File: config.mk
export PLATFORM = sky130hd
export DESIGN_NAME = pc_action_unit
export DESIGN_NICKNAME = d
export VERILOG_FILES = /design/src/rtl/pc_action_unit.sv
export SDC_FILE = /design/constraint.sdc
export NUM_CORES = 1
export LEC_CHECK = 0
export BUFFER_PORTS_ARGS = -buffer_cell sky130_fd_sc_hd__buf_2
export CORE_MARGIN = 2
export CORE_UTILIZATION = 50
export DETAILED_ROUTE_END_ITERATION = 7
export HOLD_SLACK_MARGIN = 0.06
export PLACE_DENSITY = 0.77
export RECOVER_POWER = 25
export SLEW_MARGIN = 20
export SYNTH_ARGS = -nofsm -noshare
export SYNTH_HDL_FRONTEND = slang
export SYNTH_SLANG_ARGS = --single-unit
File: constraint.sdc
create_clock -name clk -period 3.95 [get_ports clk]
set_input_delay 0 -clock clk [delete_from_list [all_inputs] [get_ports clk]]
set_output_delay 0 -clock clk [all_outputs]
set_load 0.005 [all_outputs]
File: src/rtl/pc_action_unit.sv
module pc_action_unit #(
  parameter int W      = 16,
  parameter int NFLAG  = 8
) (
  input  logic             clk,
  input  logic             rst_n,
  input  logic [3:0]       act,
  input  logic [NFLAG-1:0] flags,
  input  logic [W-1:0]     data_in,
  output logic [W-1:0]     pc,
  output logic [W-1:0]     addr_out,
  output logic             addr_req,
  output logic [W-1:0]     data_out,
  output logic             data_drv
);
  localparam int FSEL = $clog2(NFLAG);

  localparam logic [3:0] ACT_NOP   = 4'b0000;
  localparam logic [3:0] ACT_FETCH = 4'b0001;
  localparam logic [3:0] ACT_BRA   = 4'b0010;
  localparam logic [3:0] ACT_PROJ  = 4'b0011;
  localparam logic [3:0] ACT_LOAD  = 4'b0100;
  localparam logic [3:0] ACT_STR2  = 4'b0110;

  logic [W-1:0] pc_q, pc_d;
  logic         cond_hit;

  assign cond_hit = flags[act[FSEL-1:0]];

  always_comb begin
    pc_d     = pc_q;
    addr_req = 1'b0;
    data_drv = 1'b0;
    if (act[3]) begin
      addr_req = 1'b1;
      pc_d     = cond_hit ? pc_q + data_in : pc_q + W'(1);
    end else begin
      case (act)
        ACT_FETCH: begin addr_req = 1'b1; pc_d = pc_q + W'(1); end
        ACT_BRA:   begin addr_req = 1'b1; pc_d = pc_q + data_in; end
        ACT_PROJ:  addr_req = 1'b1;
        ACT_LOAD:  pc_d = data_in;
        ACT_STR2:  data_drv = 1'b1;
        ACT_NOP:   pc_d = pc_q;
        default:   pc_d = pc_q;
      endcase
    end
  end

  always_ff @(posedge clk) begin
    if (!rst_n) pc_q <= '0;
    else        pc_q <= pc_d;
  end

  assign pc       = pc_q;
  assign addr_out = addr_req ? pc_q : '0;
  assign data_out = data_drv ? pc_q + W'(2) : '0;
endmodule


# Yosys cells after proc, flatten, opt, wreduce, memory -nomap -nowiden
# Index checks and enable logic that the tools add are counted.
[op_classes]
n_addsub = 3
order_cmp = 1
eq_ne = 5
n_mux = 11
n_reduce_logical = 2
[ops]
columns = ["op", "count"]
rows = [
  ["16-bit 2-to-1 mux", 4],
  ["16-bit one-hot mux with 3 select lines", 1],
  ["16-bit by 1-bit adder with 16-bit output, second input constant", 1],
  ["16-bit adder", 1],
  ["16-bit by 2-bit adder with 16-bit output, second input constant", 1],
  ["4-bit by 2-bit == test with 1-bit output, second input constant", 2],
  ["4-bit by 3-bit == test with 1-bit output, second input constant", 2],
  ["1-bit 2-to-1 mux", 5],
  ["4-bit by 1-bit == test with 1-bit output, second input constant", 1],
  ["3-bit by 4-bit less-than comparator with 1-bit output, second input constant", 1],
  ["4-bit nonzero test", 1],
  ["1-bit binary-select mux with 3-bit select", 1],
  ["3-bit OR reduction", 1],
]
[totals]
register_bits = 16
inputBits = 30
out_inout_bits = 50

# Logic depth before layout (Yosys ltp)
# Gate-level depths: netlist of the first run.
[logic_depth]
depth_word = 5
mapped_depth = 8
ltp_nobuf = 8

# Least setup slack after synthesis of the first run
# Ideal clock, no wire load.
[synth_timing]
path_kind = "reg-to-reg"
start = "register pc_q[0], in the netlist pc[0]"
end = "register pc_q[10], in the netlist pc[10]"
t_arrival_ns = 2.153
required_time_ns = 3.847
path_slack_ns = 1.694
path_stages_with_launch = 9
path_buffers = 0
cell_sequence = "dfxtp_1 -> ha_1 -> fa_1 -> a21oi_1 -> o21ai_0 -> a21oi_1 -> o31ai_1 -> or3_1 -> a222oi_1"
[synth_via]
elab_chain_len = 3
word_cells_on_any_way = 5
cone_classes = "add/sub (2); mux (3)"
[synth_rtl]
columns = ["item", "line", "rtl"]
rows = [
  ["start: declaration", "25", "logic [W-1:0] pc_q, pc_d;"],
  ["start signal: assignment", "52", "else pc_q <= pc_d;"],
  ["16-bit adder or 16-bit by 1-bit adder with 16-bit output (tied branches)", "36, 40, 39", ""],
  ["16-bit one-hot mux with 3 select lines or 16-bit 2-to-1 mux (tied branches)", "38, 36", ""],
  ["16-bit 2-to-1 mux *", "34", "if (act[3]) begin"],
]
# Mark *: on every way between the ends. The rest lies on a longest branch, timed or not.
# A chain may end at the register's enable or synchronous reset.

# Final worst setup path of the first run
# Same ends and word-level chain as after synthesis.

==> results of run 1 <==
[logic make-up after synthesis]
family          count (synthesis)  share of synthesized area
simple gates                  169                     0.3138
compound gates                124                     0.2833
buf+inv                        38                    0.06023
xor+xnor                       34                     0.1039
fa+ha+maj                      18                    0.08119
flops                          16                     0.1117
mux                             9                    0.04583
[power breakdown]
group	switching [mW]	internal, mW	total [mW]
sequential	0.0764	0.185	0.261
combinational	0.294	0.226	0.521
clock	0.0706	0.0681	0.139
[cells in the mapped netlist (3+ instances only)]
cell,count
nor2_1,39
nand2_1,36
a21oi_1,32
nand3_1,26
o21ai_0,26
xnor2_1,19
ha_1,17
dfxtp_1,16
nor2b_1,15
xor2_1,15
buf_2,12
clkbuf_1,12
inv_1,10
o211ai_1,9
a211oi_1,8
nand4_1,8
nor3_1,8
o31ai_1,8
or3_1,7
and2_1,5
o21a_1,5
o221ai_1,5
a221oi_1,4
a22oi_1,4
nor4_1,4
a21o_1,3
a31oi_1,3
mux2i_1,3
nand2b_1,3
[worst reg2reg max path, stage by stage (launching register included)]
cell and delay (ps):
dfxtp_1 410, ha_1 270, fa_1 420, a21oi_1 310
o21ai_0 190, a21oi_1 210, o31ai_1 120, or3_1 320
a222oi_1 260
[metrics by stage]
stage                 util  cells  setup slack [ps]
global placement    0.5849    532              1504
CTS                 0.5924    535              1387
global route        0.5908    535              1086
finish              0.5908    535              1357
floorplan                -    408              1694
detailed placement  0.5849    532              1420
[worst paths after layout]
path	startpoint	to	slack [ps]
worst min-delay path	rst_n	pc[5]$_SDFFE_PN0P_	150
worst max-delay path	pc[0]$_SDFFE_PN0P_	pc[10]$_SDFFE_PN0P_	1360
worst min register to register	pc[2]$_SDFFE_PN0P_	pc[2]$_SDFFE_PN0P_	650
worst max register to register	pc[0]$_SDFFE_PN0P_	pc[10]$_SDFFE_PN0P_	1360
[area by class of cell]
| cell class | count | area [um^2] |
|---|---|---|
| Multi-Input combinational cell | 354 | 2374 |
| Fill cell | 542 | 2253 |
| Timing Repair Buffer | 79 | 386.6 |
| Tap cell | 72 | 90.09 |
| Inverter | 11 | 41.29 |
| Clock buffer | 3 | 41.29 |
| Sequential cell | 16 | 320.3 |
[cell usage in the layout, fill, tap and decap left out, types with 4 or more instances in the layout]
cell type | synthesis | routed
a22oi_1 | 4 | 4
inv_1 | 10 | 10
nor4_1 | 4 | 4
buf_2 | 12 | 72
nand2_1 | 36 | 36
o211ai_1 | 9 | 9
a221oi_1 | 4 | 4
a21oi_1 | 32 | 32
o21a_1 | 5 | 5
a211oi_1 | 8 | 8
xor2_1 | 15 | 15
and2_1 | 5 | 5
xnor2_1 | 19 | 19
nand3_1 | 26 | 26
o31ai_1 | 8 | 8
o221ai_1 | 5 | 5
clkbuf_1 | 12 | 5
dfxtp_1 | 16 | 16
nor2b_1 | 15 | 15
nand4_1 | 8 | 8
ha_1 | 17 | 17
or3_1 | 7 | 7
nor3_1 | 8 | 8
o21ai_0 | 26 | 26
nor2_1 | 39 | 39
[routing by layer]
layer | GRT usage | part of all wire | vias up
met5 | 0 | 0 | -
met4 | 0.07069 | 0.022 | 0
met3 | 0.04072 | 0.11 | 24
met2 | 0.4798 | 0.43 | 225
met1 | 0.4414 | 0.43 | 1494
li1 | - | - | 1626
==> metrics, run 1 <==
pwr/cell area=283.0 nW/um^2; Net Count, Synth=456; final setup fails=0; first drt pass iteration count=5; leading area contributor after synthesis=dfxtp_1; fin crit share=0.6563; Slew @ Worst Pin=978.5 ps; Placer Congestion=0.9783; max FFs per register=16; core area=5507 um^2; initial antenna violation count=0; nets=513; CP max FO=10; Design Power=920.5 uW; Post-CTS Setup Inserts=0; grt total ovfl=0; crit path cell chain=ha_1 > fa_1 > a21oi_1 > o21ai_0 > a21oi_1 > o31ai_1 > or3_1 > a222oi_1; RSZ-0062 raised after global routing=false; CTS Buffer Depth=2; post-cts resize count=0; synthesis-to-finish area growth=13.49%; max frequency=0.3857 GHz; MaxCap Viol Count=0; Leak=1.376 nW; Max VDD drop=180.2 uV; Root Driver=clkbuf_8; DRC=0; Yosys top cell area share=0.1117; initial core utilization=0.5206; async set-or-reset flop fraction in the synthesized netlist=0; hold path cells=2; DR vias/cell=6.297; Total Routing Usage GR=0.3056; drt total wl=9.600 mm; Final Hold Viols=0; clock latency on the worst-skew pair=260 ps; Port Buffers=79; clock buffer count from CTS=3; reg2reg path depth=8; outcome=completed; die width=79.72 um; Worst Skew=3.631 ps; Synth cell types=64; Vias=3369; cts hold-fix bufs=0; first-pass GRT wire length=15.39 mm; placed cell area=3221 um^2; Hold Crit Class=input port to register; largest cells by area after synthesis=dfxtp_1 (11%), ha_1 (7.4%), xnor2_1 (5.8%), a21oi_1 (5.6%), nor2_1 (5.1%); initial DRC count=342; Mapped Cells=408; Worst-path clk slew=80 ps; Warnings, synthesis=0; ANT cells=0; CP Class=register to register; hold_ws=150.9 ps; TritonCTS clock tree=yes; Max stage delay cell, worst path=fa_1; DIE AREA=6354 um^2; Die Height=79.72 um; share of post-route cells with drive strength above 1=0.1987; Routed Antenna Nets=0; CTS sink cnt=16; cell row count=27; Slew Limit Fails=0; number of I/O pins=80; delay-heaviest family, CP=compound AO/OA/AOI/OAI gates; Worst EP required=4120 ps; H-tree depth=1; max incr delay on CP=420 ps; CP most frequent cell=a21oi_1; post-synthesis area per instance=7.026 um^2; min Tclk post-route=2593 ps; register area share after synthesis=0.1117; Startpoint Class=register; CP Depth=8; Rel. slew slack=0.3452; vias in the first global route=2993; routed len/inst=17.94 um; Primary FF master, synth=dfxtp_1; flops & latches, synth=16; Post-synth EDFFs=0; Finished Cell Area=3253 um^2; Worst Path Arrival=2760 ps; hpwl dp=7.423 mm; Final TNS setup=0 ps; CP Capture Type=register; CP Buf/Inv Count=0; Syn Std Cell Area=2866 um^2; largest net degree at the start of global routing=29
No activity file was read; power rests on OpenSTA's default activity.
==> run 2, diff against run 1 <==
==> constraint.sdc (replaced) <==
create_clock -name clk -period 2.42 [get_ports clk]
set_input_delay 0 -clock clk [delete_from_list [all_inputs] [get_ports clk]]
set_output_delay 0 -clock clk [all_outputs]
set_load 0.005 [all_outputs]
==> metrics, run 2 (synthesis results as in run 1) <==
outcome=completed; Clk network pwr share=0.141; MaxCap Viol Count=0; Final TNS setup=0 ps; min Tclk post-route=2323 ps; max frequency=0.4305 GHz; Leak=1.503 nW; clock latency on the worst-skew pair=260 ps; core area=5507 um^2; reg2reg path depth=7; R2R Setup Slk=100 ps; Sw Pwr=738.8 uW; Int Pwr=833.2 uW; max FFs per register=16; share of post-route cells with drive strength above 1=0.2464; CP Class=register to register; Max VDD drop=326.7 uV; Worst-path clk slew=80 ps; Slew @ Worst Pin=1002 ps; CP Capture Point=pc[15]$_SDFFE_PN0P_; largest net degree at the start of global routing=18; Worst Skew=4.906 ps; DIE AREA=6354 um^2; H-tree depth=1; highest-count cells in the layout ignoring fill and taps=buf_2 (77), nor2_1 (39), nand2_1 (36); CTS Buffer Depth=2; Final Worst Setup Slack=96.85 ps; RSZ-0062 raised after global routing=false; cell row count=27; Worst EP required=2590 ps; Design Power=1.572 mW; Rel. slew slack=0.3293; Final Hold Viols=0; reg-to-reg endpoint=pc[15]$_SDFFE_PN0P_; DR vias/cell=6.360; placed instance count=553; final setup fails=0; most common cell after layout, fill and taps aside=buf_2; Net Sw Frac=0.4700; hold_ws=156.8 ps; ANT cells=0; Startpoint Class=register; Worst Path Arrival=2490 ps; pwr/cell area=457.7 nW/um^2; Slew Limit Fails=0; Finished Cell Area=3435 um^2; die width=79.72 um; Final Util=0.6237; fill count=553; first drt pass iteration count=6; CP max FO=8; routed len/inst=18.21 um; initial DRC count=374; fin crit share=0.9600; Root Driver=clkbuf_8; TritonCTS clock tree=yes; Vias=3555; nets=537; Post-Place Setup Slack=41.94 ps; Die Height=79.72 um; Placer Congestion=0.9495; first-pass GRT wire length=15.91 mm; Comb pwr share=0.641; CP Capture Type=register; Total Routing Usage GR=0.3161; hold path cells=3; CTS sink cnt=16; synthesis-to-finish area growth=19.82%; vias in the first global route=3127; DRC=0; grt total ovfl=0; drt total wl=10.18 mm; Worst Setup SP=pc[10]$_SDFFE_PN0P_; r2r startpoint=pc[10]$_SDFFE_PN0P_; Finished Layout Cells=559; Hold Crit Class=input port to register; Routed Antenna Nets=0; hpwl dp=7.852 mm; initial core utilization=0.5206; clock buffer count from CTS=3; number of I/O pins=80; initial antenna violation count=0; Port Buffers=79; register share of total power=0.218; placed cell area=3378 um^2
## run 2: per-layer routing
layer | wire length, um | GRT usage
met2 | 4397 | 0.4815
met3 | 1083 | 0.03733
met4 | 293 | 0.1259
met1 | 4404 | 0.4506
met5 | 0 | 0
## run 2: critical path, stage by stage (launching register included)
cell	delay [ps]
dfxtp_1	340
clkbuf_1	440
nand2_1	190
nor3_1	380
and3_1	300
nor3b_2	230
o31ai_1	90
a221oi_1	250
## run 2: worst min path at each step
stage | startpoint | end | slack [ps]
floorplan | rst_n | pc[4]$_SDFFE_PN0P_ | 180
global placement | rst_n | pc[13]$_SDFFE_PN0P_ | 410
detailed placement | data_in[4] | pc[4]$_SDFFE_PN0P_ | 410
CTS | rst_n | pc[13]$_SDFFE_PN0P_ | 150
global route | rst_n | pc[13]$_SDFFE_PN0P_ | 160
finish | rst_n | pc[13]$_SDFFE_PN0P_ | 160
## run 2: power groups by stage
stage                     Sequential (mW)  Combinational (mW)  Clock, mW
after global routing                0.346                1.10      0.229
final                               0.342                1.01      0.222
after global placement              0.345               0.950          0
after CTS                           0.340               0.975      0.216
after floorplan                     0.354               0.656          0
after detailed placement            0.347               0.968          0
## run 2: final cells by class
cell class / count / area [um^2] / share of cell area
sequential: 16 / 320.3 / 0.09326
clock buffer: 3 / 41.29 / 0.01202
multi-input combinational: 354 / 2380 / 0.6929
tap: 72 / 90.09 / 0.02623
timing repair buffer: 103 / 561.8 / 0.1636
inverter: 11 / 41.29 / 0.01202
## run 2: what timing repair did
item | 4_1_cts | 5_1_grt
hold buffers | 0 | 0
gates resized for setup | 0 | 2
buffers inserted | 0 | 3
setup endpoints to repair | 0 | 2
